**config.mk**
```make
export PLATFORM = sky130hd
export DESIGN_NAME = branch_fold_unit
export DESIGN_NICKNAME = d
export VERILOG_FILES = /design/src/rtl/bfu_pkg.sv /design/src/rtl/bfu_target_sel.sv /design/src/rtl/bfu_linkctr.sv /design/src/rtl/bfu_resolve.sv /design/src/rtl/branch_fold_unit.sv
export SDC_FILE = /design/constraint.sdc
export NUM_CORES = 1
export LEC_CHECK = 0
export BUFFER_PORTS_ARGS = -buffer_cell sky130_fd_sc_hd__clkbuf_2
export CORE_UTILIZATION = 48
export DETAILED_ROUTE_END_ITERATION = 12
export PLACE_DENSITY = 0.76
export SLEW_MARGIN = 5
export SYNTH_ARGS = -nofsm -noshare
export SYNTH_HDL_FRONTEND = slang
export SYNTH_SLANG_ARGS = --single-unit
```
**constraint.sdc**
```tcl
create_clock -name clk -period 2.35 [get_ports clk]
set_clock_uncertainty 0.1 [all_clocks]
set_input_delay 0.1175 -clock clk [delete_from_list [all_inputs] [get_ports clk]]
set_output_delay 0.1175 -clock clk [all_outputs]
set_load 0.01 [all_outputs]
```
**src/rtl/bfu_pkg.sv**
```systemverilog
// Shared types for the branch folding unit.
// Assumes: target source encoding is fixed by the unit's requirements.
package bfu_pkg;
    typedef enum logic [1:0] {
        SRC_IMM = 2'd0,
        SRC_LR  = 2'd1,
        SRC_CTR = 2'd2,
        SRC_ALT = 2'd3
    } tgt_src_e;
endpackage

```
**src/rtl/bfu_target_sel.sv**
```systemverilog
// Picks the branch target from immediate, link or count register and forms
// the fall-through address. Assumes fixed 4-byte instructions.
module bfu_target_sel
    import bfu_pkg::*;
#(
    parameter int AW = 32
) (
    input  logic [1:0]    src,
    input  logic [AW-1:0] imm,
    input  logic [AW-1:0] lr,
    input  logic [AW-1:0] ctr,
    input  logic [AW-1:0] pc,
    output logic [AW-1:0] tgt,
    output logic [AW-1:0] fall
);
    localparam logic [AW-1:0] INSN_BYTES = AW'(4);

    // target multiplexer
    always_comb begin
        case (tgt_src_e'(src))
            SRC_LR:  tgt = lr;
            SRC_CTR: tgt = ctr;
            default: tgt = imm;
        endcase
    end

    // return / fall-through address
    assign fall = pc + INSN_BYTES;
endmodule

```
**src/rtl/bfu_linkctr.sv**
```systemverilog
// Holds the link and count registers. Branch link writes take priority
// over software loads of the link register in the same cycle.
module bfu_linkctr #(
    parameter int AW = 32
) (
    input  logic          clk,
    input  logic          rst_n,
    input  logic          sw_lr_we,
    input  logic          sw_ctr_we,
    input  logic [AW-1:0] sw_data,
    input  logic          br_lr_we,
    input  logic [AW-1:0] br_lr_data,
    output logic [AW-1:0] lr,
    output logic [AW-1:0] ctr
);
    // link register update
    always_ff @(posedge clk) begin
        if (!rst_n)        lr <= '0;
        else if (br_lr_we) lr <= br_lr_data;
        else if (sw_lr_we) lr <= sw_data;
    end

    // count register update
    always_ff @(posedge clk) begin
        if (!rst_n)         ctr <= '0;
        else if (sw_ctr_we) ctr <= sw_data;
    end
endmodule

```
**src/rtl/bfu_resolve.sv**
```systemverilog
// Tracks the single outstanding conditional branch, issues redirects and
// flushes, and requests link writes. Assumes accept is only high when no
// branch is pending.
module bfu_resolve #(
    parameter int AW  = 32,
    parameter int CRW = 8,
    localparam int SW = (CRW > 1) ? $clog2(CRW) : 1
) (
    input  logic           clk,
    input  logic           rst_n,
    input  logic           accept,
    input  logic           is_cond,
    input  logic           hint,
    input  logic           link,
    input  logic [AW-1:0]  tgt,
    input  logic [AW-1:0]  fall,
    input  logic [SW-1:0]  sel,
    input  logic           sense,
    input  logic           cr_valid,
    input  logic [CRW-1:0] cr_bits,
    output logic           pending,
    output logic           redir_v,
    output logic [AW-1:0]  redir_a,
    output logic           flush_o,
    output logic           lr_we,
    output logic [AW-1:0]  lr_data
);
    logic          q_pred, q_link, q_sense;
    logic [SW-1:0] q_sel;
    logic [AW-1:0] q_tgt, q_fall;
    logic          resolving, outcome, mispredict, early_redir;

    // resolution decode
    always_comb begin
        resolving   = pending && cr_valid;
        outcome     = (cr_bits[q_sel] == q_sense);
        mispredict  = resolving && (outcome != q_pred);
        early_redir = accept && (!is_cond || hint);
        lr_we       = (accept && !is_cond && link) || (resolving && outcome && q_link);
        lr_data     = resolving ? q_fall : fall;
    end

    // pending branch state
    always_ff @(posedge clk) begin
        if (!rst_n) begin
            pending <= 1'b0;
            q_pred  <= 1'b0;
            q_link  <= 1'b0;
            q_sense <= 1'b0;
            q_sel   <= '0;
            q_tgt   <= '0;
            q_fall  <= '0;
        end else if (resolving) begin
            pending <= 1'b0;
        end else if (accept && is_cond) begin
            pending <= 1'b1;
            q_pred  <= hint;
            q_link  <= link;
            q_sense <= sense;
            q_sel   <= sel;
            q_tgt   <= tgt;
            q_fall  <= fall;
        end
    end

    // redirect and flush outputs
    always_ff @(posedge clk) begin
        if (!rst_n) begin
            redir_v <= 1'b0;
            redir_a <= '0;
            flush_o <= 1'b0;
        end else begin
            redir_v <= early_redir || mispredict;
            flush_o <= mispredict;
            if (mispredict)       redir_a <= outcome ? q_tgt : q_fall;
            else if (early_redir) redir_a <= tgt;
        end
    end
endmodule

```
**src/rtl/branch_fold_unit.sv**
```systemverilog
// Top of the branch folding unit: one branch at a time, unconditional
// branches redirect at once, conditional ones follow a static hint and
// hold back writeback until the condition bits arrive.
module branch_fold_unit #(
    parameter int AW  = 32,
    parameter int CRW = 8,
    localparam int SW = (CRW > 1) ? $clog2(CRW) : 1
) (
    input  logic           clk,
    input  logic           rst_n,
    input  logic           br_valid,
    output logic           br_ready,
    input  logic           br_cond,
    input  logic [1:0]     br_src,
    input  logic [AW-1:0]  br_imm,
    input  logic [AW-1:0]  br_pc,
    input  logic           br_hint,
    input  logic           br_link,
    input  logic [SW-1:0]  br_sel,
    input  logic           br_sense,
    input  logic           cr_valid,
    input  logic [CRW-1:0] cr_bits,
    input  logic           lr_we,
    input  logic           ctr_we,
    input  logic [AW-1:0]  wr_data,
    output logic           redirect_valid,
    output logic [AW-1:0]  redirect_addr,
    output logic           flush,
    output logic           wb_inhibit,
    output logic [AW-1:0]  lr_value,
    output logic [AW-1:0]  ctr_value
);
    logic          pending, accept, link_we;
    logic [AW-1:0] tgt, fall, link_data;

    // handshake: accept only with nothing outstanding
    assign br_ready   = !pending;
    assign accept     = br_valid && br_ready;
    assign wb_inhibit = pending;

    bfu_target_sel #(.AW(AW)) u_tsel (
        .src  (br_src),
        .imm  (br_imm),
        .lr   (lr_value),
        .ctr  (ctr_value),
        .pc   (br_pc),
        .tgt  (tgt),
        .fall (fall)
    );

    bfu_linkctr #(.AW(AW)) u_regs (
        .clk        (clk),
        .rst_n      (rst_n),
        .sw_lr_we   (lr_we),
        .sw_ctr_we  (ctr_we),
        .sw_data    (wr_data),
        .br_lr_we   (link_we),
        .br_lr_data (link_data),
        .lr         (lr_value),
        .ctr        (ctr_value)
    );

    bfu_resolve #(.AW(AW), .CRW(CRW)) u_res (
        .clk      (clk),
        .rst_n    (rst_n),
        .accept   (accept),
        .is_cond  (br_cond),
        .hint     (br_hint),
        .link     (br_link),
        .tgt      (tgt),
        .fall     (fall),
        .sel      (br_sel),
        .sense    (br_sense),
        .cr_valid (cr_valid),
        .cr_bits  (cr_bits),
        .pending  (pending),
        .redir_v  (redirect_valid),
        .redir_a  (redirect_addr),
        .flush_o  (flush),
        .lr_we    (link_we),
        .lr_data  (link_data)
    );
endmodule

```
==> results.tsv, run 1 <==
stage	metric	value	unit
status	status	complete, but fails checks	
status	failing checks	hold timing	
placement	placed cell count	1377	
logic_synthesis	asr flop ratio synth	0	%
placement	Post-DP HPWL	18760	µm
logic_synthesis	Syn Area/Cell	8.531	µm²
placement	I/O Buffers	218	
power_and_ir_drop	PwrDens	634.0	nW/µm²
cts	cell at the root of the clock tree	clkbuf_16	
sta	final hold violations	1	
sta	Least-Margin Pin Slew	0.6932	ns
sta	Max Clk Rate	427.3	MHz
detailed_routing	average via count per standard cell	6.052	
global_routing	total global routing overflow	0	
detailed_routing	vias	8933	
power_and_ir_drop	LEAKAGE	0.004662	µW
detailed_routing	WL per Instance	19.17	µm
logic_synthesis	Synth cell types	53	
cells_and_area	area grow syn2layout	33.21	%
floorplan	Die Y	134.7	µm
floorplan	Ports	219	
hold_path	HP Class	in2reg	
floorplan	die width	134.7	µm
placement	Final GP Congestion	0.8647	
logic_synthesis	Post-Synthesis Cells	991	
cts	clk_lat worst skew	0.44	ns
floorplan	row count	48	
detailed_routing	DRC Markers	0	
floorplan	initial core utilization	49.05	%
placement	Placement Cell Area	9935	µm²
sta	relative slew slack	53.78	%
cts	clock-pin slew on the worst setup and hold paths	0.06	ns
cells_and_area	post-route design area	11260	µm²
floorplan	Die ar.	18150	µm²
logic_synthesis	top-area cell type share of the netlist area	40.02	%
logic_synthesis	Mapped Area	8454	µm²
power_and_ir_drop	peak supply drop	583.4	µV
sta	final setup fails	0	
job	Max Cap Viol	0	
global_routing	vias in the first global route	8158	
logic_synthesis	Synth area leader	dfxtp_1	
detailed_routing	Pre-antenna DRT Iters	5	
setup_path	arrival time at the worst endpoint	2.62	ns
setup_path	Crit Path Max Fanout	17	
logic_synthesis	Mapped Nets	1113	
cts	worst-case clock buffer depth	2	
sta	Setup TNS	0	ns
logic_synthesis	main flop type after synthesis	dfxtp_1	
setup_path	CP startpoint kind	primary input	
logic_synthesis	Synth Register Bits	169	
cells_and_area	share of layout cells above drive strength 1	25.98	%
global_routing	largest net degree at the start of global routing	61	
setup_path	crit end category	flip-flop	
setup_path	Crit Path Class	in2reg	
cts	CTS tree	done	
setup_path	WP data required	2.63	ns
sta	Final Cycle Share	99.58	%
sta	max-slew violations	0	
detailed_routing	DRT iter0 DRCs	995	
global_routing	initial antenna violation count	0	
logic_synthesis	synth warn	0	
cts	clock sink count	169	
detailed_routing	DRT antenna net count	0	
cells_and_area	fin nets	1362	
detailed_routing	Routed WL	28290	µm
sta	Min Clock Period, post-route	2.340	ns
cts	post-CTS setup buffer count	0	
cts	Num CTS Buffers	17	
logic_synthesis	post-synthesis sequential area ratio	40.02	%
cells_and_area	non-filler cells, final	1476	
global_routing	first-pass GRT wire length	43480	µm
cells_and_area	ant diodes	0	
floorplan	Core ar.	17240	µm²
logic_synthesis	Post-synth EDFFs	0	
cts	total number of H-tree levels	4	
logic_synthesis	main area contributors after synthesis	dfxtp_1, mux2i_1, nand2_1	
global_routing	GR Util All Layers	30.74	%
sta	Hold WS	-0.003838	ns
cells by family after synthesis:
logic type | after synthesis | share of synthesized area [%]
AO/OA/AOI/OAI | 283 | 23.03
XOR/XNOR | 13 | 1.436
adder cells (fa/ha/maj) | 3 | 0.4440
buffers and inverters | 109 | 5.283
flip-flops | 169 | 40.02
multiplexers | 102 | 12.85
AND/OR/NAND/NOR | 312 | 16.95
per-layer routing:
| layer | vias to the layer above | global-route usage (%) | wire, µm |
|---|---|---|---|
| li1 | 4157 | - | - |
| met1 | 4213 | 42.53 | 12460 |
| met2 | 486 | 47.19 | 12600 |
| met3 | 77 | 5.480 | 2299 |
| met4 | 0 | 12.67 | 928 |
| met5 | - | 0 | 0 |
where the power goes:
group	internal (µW)	switching, µW
registers	3050	153
clock network	1440	1140
logic	600	758
total	5090	2050
synth_stat cells (all sizes together), types with 2 or more instances:
cell type / count
mux2i: 87
and2: 5
o31a: 9
o211a: 5
nor3b: 2
a21oi: 47
nand4: 15
a221oi: 8
a311oi: 6
a22oi: 32
inv: 14
a31oi: 13
and3: 2
nand3: 19
or3: 7
o21ai: 54
o32ai: 32
nor4: 12
nand2: 130
nor2: 75
clkbuf: 72
or4: 4
a211oi: 51
mux4: 2
dfxtp: 169
xnor2: 10
ha: 3
xor2: 3
o21a: 11
buf: 23
nor3: 37
mux2: 13
o31ai: 10
through the flow:
stage	util (%)	setup WS, ns	hold WS (ns)	power [µW]
after CTS	64.66	0.0005367	0.00003020	7114
after floorplan	-	0.1459	0.1131	3946
after detailed placement	57.64	0.05564	0.2464	4480
after global routing	65.34	-0.02031	0.02898	7393
after global placement	57.64	0.08026	0.2455	4455
final	65.34	0.009820	-0.003838	7140
worst paths after layout:
path                                     start                to  slack [ns]  depth (start not counted)
worst min register to register  u_res.q_tgt[0]    u_res.q_tgt[0]        0.35                          2
worst max-delay path                  br_pc[2]     u_regs.lr[16]        0.01                          9
worst min-delay path                br_imm[19]   u_res.q_tgt[19]      -0.004                          5
worst max register to register  u_res.q_sel[0]  u_res.redir_a[3]        0.10                          6
sequential cells by signal, summed over array words and instances, names as in the netlist:
name           cells
u_regs.ctr        32
u_regs.lr         32
u_res.q_fall      32
u_res.q_tgt       32
u_res.redir_a     32
u_res.q_sel        3
u_res.flush_o      1
u_res.pending      1
u_res.q_link       1
u_res.q_pred       1
u_res.q_sense      1
u_res.redir_v      1
timing repair:
item,in CTS,in global routing
endpoints found under the hold margin,81,0
hold buffers,69,0
resized for setup,0,23
setup endpoints to repair,0,46
layout make-up:
class                   count  area [µm²]
clock buffers              22       444.2
flip-flops and latches    169        3385
well taps                 225       281.5
multi-input cells         713        4763
fillers                  1393        5974
inverters                  14       55.05
clock inverters             8       76.32
repair buffers            325        2257
cell usage in the layout, fill, tap and decap left out, types with 6 or more instances in the layout:
cell / instances
dlygate4sd3_1: 69
buf_4: 21
a31oi_1: 13
nor3_1: 33
o31ai_1: 9
mux2_2: 11
nand3_1: 18
clkbuf_16: 17
a221oi_1: 6
a22oi_1: 32
a21oi_1: 47
dfxtp_1: 168
nor4_1: 6
mux2i_1: 85
buf_12: 14
o31a_1: 9
nand2_1: 129
inv_1: 13
clkbuf_2: 217
nand4_1: 15
xnor2_1: 9
nor2_1: 74
o32ai_1: 32
o21ai_0: 54
o21a_1: 11
or3_1: 6
a211oi_1: 51
critical path: stages:
cell and delay (ns):
dlygate4sd3_1 0.54, buf_2 0.16, ha_2 0.21, nand3_1 0.16, or4_4 0.52, buf_8 0.18
or3_1 0.38, a31oi_1 0.21, o21a_1 0.13
(Power assumes the default switching activity.)
==> run 2, diff against run 1 <==
--- a/config.mk
+++ b/config.mk
@@ -6,6 +6,7 @@
 export NUM_CORES = 1
 export LEC_CHECK = 0
 export BUFFER_PORTS_ARGS = -buffer_cell sky130_fd_sc_hd__clkbuf_2
+export CORE_MARGIN = 2
 export CORE_UTILIZATION = 48
 export DETAILED_ROUTE_END_ITERATION = 12
 export PLACE_DENSITY = 0.76
==> run 2 against run 1 <==
The run now ends clean. Utilization decreased by 0.12 points. Die area increased by 3.0%. Register-to-register slack got worse by 0.02 ns. Flip-flop and latch count unchanged. Power increased by 3.1%. Sequential share of layout area increased by 0.054 points. First-iteration DRC count decreased by 3.7%. Combinational power about the same. Largest cell class unchanged.
==> results.tsv, run 2 (synthesized netlist as in run 1, its figures left out) <==
stage	metric	value	unit	change
setup_path	Critical R2R Launch	u_res.q_sel[0]		unchanged
sta	Max Clk Rate	439.0	MHz	was 427.3 MHz
cells_and_area	fin nets	1358		was 1362
sta	Least-Margin Pin Slew	0.5625	ns	was 0.6932 ns
setup_path	CP max stage delay	0.52	ns	was 0.54 ns
power_and_ir_drop	internal power	5274	µW	was 5091 µW
detailed_routing	DRC Markers	0		unchanged
floorplan	row count	48		unchanged
detailed_routing	WL per Instance	19.29	µm	was 19.17 µm
sta	Hold WS	0.01221	ns	was -0.003838 ns
hold_path	Worst Hold End	u_res.q_tgt[19]		unchanged
sta	final setup fails	0		unchanged
hold_path	hold depth	5		unchanged
placement	placed cell count	1374		was 1377
cts	total number of H-tree levels	4		unchanged
cells_and_area	Core Util, Final	65.22	%	was 65.34%
detailed_routing	DRT antenna net count	0		unchanged
hold_path	HP Class	in2reg		unchanged
placement	Placement Cell Area	9925	µm²	was 9935 µm²
floorplan	Ports	219		unchanged
detailed_routing	average via count per standard cell	6.010		was 6.052
setup_path	Crit Path Max Fanout	17		unchanged
sta	Min Clock Period, post-route	2.278	ns	was 2.340 ns
setup_path	WP data required	2.56	ns	was 2.63 ns
setup_path	crit end category	flip-flop		unchanged
placement	post-place setup slack	0.04514	ns	was 0.05564 ns
setup_path	slowest CP cell	dlygate4sd3_1		unchanged
global_routing	vias in the first global route	8307		was 8158
placement	I/O Buffers	218		unchanged
cells_and_area	non-filler cells, final	1474		was 1476
sta	relative slew slack	62.10	%	was 53.78%
global_routing	initial antenna violation count	0		unchanged
floorplan	die width	136.7	µm	was 134.7 µm
setup_path	worst r2r dst	u_res.redir_a[22]		was u_res.redir_a[3]
power_and_ir_drop	Psw	2085	µW	was 2049 µW
cts	CTS tree	done		unchanged
detailed_routing	vias	8859		was 8933
setup_path	arrival time at the worst endpoint	2.49	ns	was 2.62 ns
power_and_ir_drop	Gate power share	18.6	%	was 19.0%
job	Max Cap Viol	0		unchanged
setup_path	crit path cell chain	dlygate4sd3_1 -> buf_2 -> ha_2 -> nand3_1 -> or4_4 -> buf_8 -> o31a_1 -> nor3_1 -> o31ai_1		was dlygate4sd3_1 -> buf_2 -> ha_2 -> nand3_1 -> or4_4 -> buf_8 -> or3_1 -> a31oi_1 -> o21a_1
cts	cell at the root of the clock tree	clkbuf_16		unchanged
cells_and_area	most common cell after layout, fill and taps aside	clkbuf_2		unchanged
setup_path	CP startpoint kind	primary input		unchanged
cts	worst-case clock buffer depth	2		unchanged
sta	final worst setup slack	0.07233	ns	was 0.009820 ns
global_routing	GR Util All Layers	29.83	%	was 30.74%
floorplan	Die Y	136.7	µm	was 134.7 µm
global_routing	largest net degree at the start of global routing	52		was 61
placement	Final GP Congestion	0.8695		was 0.8647
cells_and_area	area grow syn2layout	32.97	%	was 33.21%
detailed_routing	Routed WL	28430	µm	was 28290 µm
cts	clock sink count	169		unchanged
cells_and_area	share of layout cells above drive strength 1	25.78	%	was 25.98%
sta	RSZ-0062 raised after global routing	true		
detailed_routing	DRT iter0 DRCs	958		was 995
cts	clock-pin slew on the worst setup and hold paths	0.06	ns	about the same
setup_path	setup slack, reg-to-reg	0.08	ns	was 0.10 ns
sta	Final Cycle Share	96.92	%	was 99.58%
floorplan	initial core utilization	49.05	%	unchanged
power_and_ir_drop	Sequential Power Share	43.5	%	was 44.9%
cells_and_area	highest-count cells in the layout ignoring fill and taps	clkbuf_2, dfxtp_1, nand2_1, mux2i_1, nor2_1		unchanged
global_routing	total global routing overflow	0		unchanged
placement	Post-DP HPWL	19010	µm	was 18760 µm
power_and_ir_drop	peak supply drop	537.0	µV	was 583.4 µV
setup_path	Crit Path Class	in2reg		unchanged
hold_path	hold path start	br_imm[19]		unchanged
cts	clk_lat worst skew	0.43	ns	was 0.44 ns
cts	post-CTS setup buffer count	0		unchanged
floorplan	Core ar.	17240	µm²	unchanged
power_and_ir_drop	Clk pwr share	38.0	%	was 36.1%
setup_path	r2r worst-path depth	6		unchanged
floorplan	Die ar.	18690	µm²	was 18150 µm²
power_and_ir_drop	switching share of total power	28.33	%	was 28.70%
detailed_routing	Pre-antenna DRT Iters	5		unchanged
global_routing	first-pass GRT wire length	43470	µm	was 43480 µm
power_and_ir_drop	PwrDens	654.6	nW/µm²	was 634.0 nW/µm²
sta	final hold violations	0		was 1
cts	Num CTS Buffers	17		unchanged
sta	max-slew violations	0		unchanged
power_and_ir_drop	LEAKAGE	0.004666	µW	was 0.004662 µW
cells_and_area	ant diodes	0		unchanged
cells_and_area	post-route design area	11240	µm²	was 11260 µm²
status	status	finished, final reports clean		was complete, but fails checks
-- run 2: cell count changes in the layout (fill, tap and decap cells not counted), moves of 3 or more --
cell / before / now
clkbuf_1: 5 / 2
nor3_1: 33 / 36
nor3_2: 4 / 1
nor4_2: 2 / 5
nor4_4: 4 / 1
-- run 2: final cells by class --
class | instances | area (µm²)
well taps | 225 | 281.5
clock buffers | 21 | 460.4
multi-input cells | 713 | 4712
clock inverters | 11 | 118.9
inverters | 14 | 55.05
fillers | 1375 | 5995
repair buffers | 321 | 2230
flip-flops and latches | 169 | 3385
-- run 2: per-layer routing --
metal | global-route usage (%) | wire, µm | vias up
li1 | - | - | 4159
met1 | 40.84 | 12310 | 4201
met2 | 46.14 | 12810 | 431
met3 | 6.296 | 2460 | 68
met4 | 11.40 | 846 | 0
met5 | 0 | 0 | -
-- run 2: worst max path at each step --
stage	slack, ns	cells after the start	end	from
floorplan	0.15	7	u_res.redir_a[10]	u_res.q_sel[0]
global placement	0.1	5	u_regs.lr[5]	u_res.q_sel[0]
detailed placement	0.05	6	u_regs.lr[1]	u_res.q_sel[0]
CTS	0.02	9	u_regs.lr[28]	br_pc[2]
global route	-0.01	9	u_regs.lr[26]	br_pc[2]
finish	0.07	9	u_regs.lr[26]	br_pc[2]
-- run 2: what timing repair did --
action                                 4_1_cts  5_1_grt
setup endpoints to repair                    0       69
endpoints found under the hold margin       75        0
resized for setup                            0       13
hold buffers                                68        0
-- run 2: power by group through the flow --
stage | logic (µW) | clock network (µW) | registers [µW]
finish | 1370 | 2790 | 3200
global route | 1470 | 2930 | 3210
CTS | 1340 | 2820 | 3190
detailed placement | 1240 | 0 | 3250
global placement | 1220 | 0 | 3250
floorplan | 673 | 0 | 3270
-- run 2: through the flow --
| stage | setup TNS (ns) | power [µW] |
|---|---|---|
| 2_1_floorplan | 0 | 3946 |
| 3_3_place_gp | 0 | 4471 |
| 3_5_place_dp | 0 | 4493 |
| 4_1_cts | 0 | 7350 |
| 5_1_grt | -0.02798 | 7613 |
| 6_report | 0 | 7359 |
-- run 2: worst max-delay path, delay by kind of cell --
family	cells	cell delay (ns)
buffers and inverters	3	0.86
AO/OA/AOI/OAI	2	0.42
AND/OR/NAND/NOR	3	0.87
adder cells (fa/ha/maj)	1	0.21
==> run 3, diff against run 2 <==
==> constraint.sdc (replaced) <==
create_clock -name clk -period 2.35 [get_ports clk]
set_clock_uncertainty 0.1 [all_clocks]
set_input_delay 0 -clock clk [delete_from_list [all_inputs] [get_ports clk]]
set_output_delay 0 -clock clk [all_outputs]
set_load 0.01 [all_outputs]
==> run 3 against run 2 <==
Non-clock buffer count increased by 34. Register-to-register slack about the same. Largest cell class unchanged. First-iteration DRC count decreased by 4.0%. Utilization increased by 2.3 points. Worst hold slack improved by 0.0060 ns. Clock power increased by 9.7%. Power increased by 4.5%. Fmax decreased by 0.26%. Sequential power about the same. Worst setup slack got worse by 0.0060 ns. Flip-flop and latch count unchanged.
==> results.tsv, run 3 (synthesized netlist as in run 1, its figures left out) <==
stage	metric	value	unit	change
sta	relative slew slack	51.72	%	was 62.10%
detailed_routing	Pre-antenna DRT Iters	5		unchanged
floorplan	Core ar.	17240	µm²	unchanged
placement	Placement Cell Area	9937	µm²	was 9925 µm²
cts	clock-pin slew on the worst setup and hold paths	0.07	ns	was 0.06 ns
power_and_ir_drop	Power, Total	7687	µW	was 7359 µW
cts	clk_lat worst skew	0.44	ns	was 0.43 ns
cells_and_area	fin nets	1392		was 1358
floorplan	Die ar.	18690	µm²	unchanged
placement	placed cell count	1374		unchanged
cts	total number of H-tree levels	4		unchanged
sta	Final Cycle Share	97.18	%	was 96.92%
placement	I/O Buffers	218		unchanged
job	Max Cap Viol	0		unchanged
cells_and_area	highest-count cells in the layout ignoring fill and taps	clkbuf_2, dfxtp_1, nand2_1, dlygate4sd3_1, mux2i_1		was clkbuf_2, dfxtp_1, nand2_1, mux2i_1, nor2_1
detailed_routing	average via count per standard cell	6.062		was 6.010
placement	Post-DP HPWL	18800	µm	was 19010 µm
sta	Least-Margin Pin Slew	0.7243	ns	was 0.5625 ns
setup_path	Crit Path Max Fanout	34		was 17
power_and_ir_drop	Psw	2174	µW	was 2085 µW
setup_path	CP max stage delay	0.49	ns	was 0.52 ns
setup_path	slowest CP cell	mux4_2		was dlygate4sd3_1
global_routing	largest net degree at the start of global routing	61		was 52
power_and_ir_drop	LEAKAGE	0.004816	µW	was 0.004666 µW
sta	max-slew violations	0		unchanged
power_and_ir_drop	switching share of total power	28.29	%	was 28.33%
detailed_routing	Routed WL	29900	µm	was 28430 µm
floorplan	Ports	219		unchanged
detailed_routing	DRC Markers	0		unchanged
cells_and_area	most common cell after layout, fill and taps aside	clkbuf_2		unchanged
cells_and_area	FILL cells	1326		was 1375
setup_path	Buf/Inv on CP	1		was 3
setup_path	CP startpoint kind	flip-flop		was primary input
floorplan	row count	48		unchanged
global_routing	initial antenna violation count	1		was 0
floorplan	die width	136.7	µm	unchanged
cts	cell at the root of the clock tree	clkbuf_16		unchanged
status	status	finished, final reports clean		unchanged
power_and_ir_drop	Gate power share	18.6	%	about the same
setup_path	WP data required	2.53	ns	was 2.56 ns
cts	worst-case clock buffer depth	2		unchanged
floorplan	initial core utilization	49.05	%	unchanged
hold_path	HP Class	in2reg		unchanged
global_routing	vias in the first global route	8529		was 8307
global_routing	GR Util All Layers	31.31	%	was 29.83%
sta	Min Clock Period, post-route	2.284	ns	was 2.278 ns
placement	post-place setup slack	0.04859	ns	was 0.04514 ns
power_and_ir_drop	peak supply drop	602.3	µV	was 537.0 µV
sta	final setup fails	0		unchanged
detailed_routing	DRT antenna net count	0		unchanged
cts	CTS tree	done		unchanged
cells_and_area	share of layout cells above drive strength 1	24.94	%	was 25.78%
placement	Final GP Congestion	0.8662		was 0.8695
detailed_routing	vias	9154		was 8859
sta	Max Clk Rate	437.9	MHz	was 439.0 MHz
setup_path	crit end category	flip-flop		unchanged
global_routing	first-pass GRT wire length	45530	µm	was 43470 µm
power_and_ir_drop	Sequential Power Share	41.6	%	was 43.5%
cells_and_area	non-filler cells, final	1510		was 1474
power_and_ir_drop	PwrDens	660.6	nW/µm²	was 654.6 nW/µm²
cts	post-CTS setup buffer count	0		unchanged
sta	final worst setup slack	0.06631	ns	was 0.07233 ns
global_routing	total global routing overflow	0		unchanged
power_and_ir_drop	internal power	5513	µW	was 5274 µW
cells_and_area	post-route design area	11640	µm²	was 11240 µm²
setup_path	crit path cell chain	mux4_2 -> mux2_4 -> mux2i_4 -> o21a_1 -> buf_12 -> a211oi_1		was dlygate4sd3_1 -> buf_2 -> ha_2 -> nand3_1 -> or4_4 -> buf_8 -> o31a_1 -> nor3_1 -> o31ai_1
sta	final hold violations	0		unchanged
floorplan	Die Y	136.7	µm	unchanged
setup_path	arrival time at the worst endpoint	2.47	ns	was 2.49 ns
detailed_routing	DRT iter0 DRCs	920		was 958
cells_and_area	area grow syn2layout	37.65	%	was 32.97%
power_and_ir_drop	Clk pwr share	39.8	%	was 38.0%
setup_path	delay-heaviest family, CP	multiplexers		was simple AND/OR/NAND/NOR gates
detailed_routing	WL per Instance	19.80	µm	was 19.29 µm
setup_path	Crit Path Class	reg2reg		was in2reg
cts	Num CTS Buffers	17		unchanged
cts	clock sink count	169		unchanged
run 3: cell count changes in the layout (fill, tap and decap cells not counted), moves of 3 or more:
cell | before | now
clkinv_4 | 1 | 5
dlygate4sd3_1 | 68 | 102
a221oi_2 | 1 | 4
a221oi_1 | 7 | 4
clkinv_2 | 5 | 1
run 3: layout make-up:
type,instances,area [µm²],area share (%)
inverter,14,55.05,0.4731
tap,225,281.5,2.419
sequential,169,3385,29.08
antenna,2,5.005,0.04301
timing repair buffer,355,2582,22.19
clock buffer,19,442.9,3.806
multi-input combinational,713,4692,40.32
clock inverter,13,193.9,1.666
run 3: routing by layer:
layer | vias up | wire length, µm | track usage, %
met5 | - | 0 | 0
met1 | 4330 | 12650 | 42.09
li1 | 4221 | - | -
met3 | 73 | 2623 | 5.556
met2 | 530 | 13700 | 50.00
met4 | 0 | 925 | 12.15
run 3: worst paths after layout:
check / cells after the start / slack (ns) / from / endpoint
max: 6 / 0.07 / u_res.q_sel[0] / u_res.redir_a[18]
min: 4 / 0.02 / br_cond / u_res.q_tgt[23]
max reg2reg: 6 / 0.07 / u_res.q_sel[0] / u_res.redir_a[18]
min reg2reg: 2 / 0.36 / u_res.q_tgt[13] / u_res.q_tgt[13]
run 3: worst reg2reg max path, cell delays in order, from the launching register on:
cell and delay, ns:
dfxtp_2 0.36, mux4_2 0.49, mux2_4 0.36, mux2i_4 0.26, o21a_1 0.21, buf_12 0.23, a211oi_1 0.12
run 3: timing repair:
action                                  4_1_cts  5_1_grt
endpoints found under the hold margin       139        0
endpoints found under the setup margin        1       42
resized for setup                             1        7
hold buffers                                102        0
run 3: per-stage QoR:
stage	setup TNS [ns]	util, %	hold WS, ns
5_1_grt	-0.02220	67.50	0.02778
4_1_cts	0	67.31	0.005464
6_report	0	67.52	0.01825
2_1_floorplan	0	-	-0.004370
3_3_place_gp	0	57.65	0.1266
3_5_place_dp	0	57.65	0.1325
run 3: power by group through the flow:
| stage | clock, µW | combinational [µW] | sequential [µW] |
|---|---|---|---|
| floorplan | 0 | 673 | 3270 |
| global placement | 0 | 1220 | 3250 |
| detailed placement | 0 | 1240 | 3260 |
| CTS | 3050 | 1390 | 3190 |
| global route | 3190 | 1530 | 3220 |
| finish | 3060 | 1430 | 3200 |
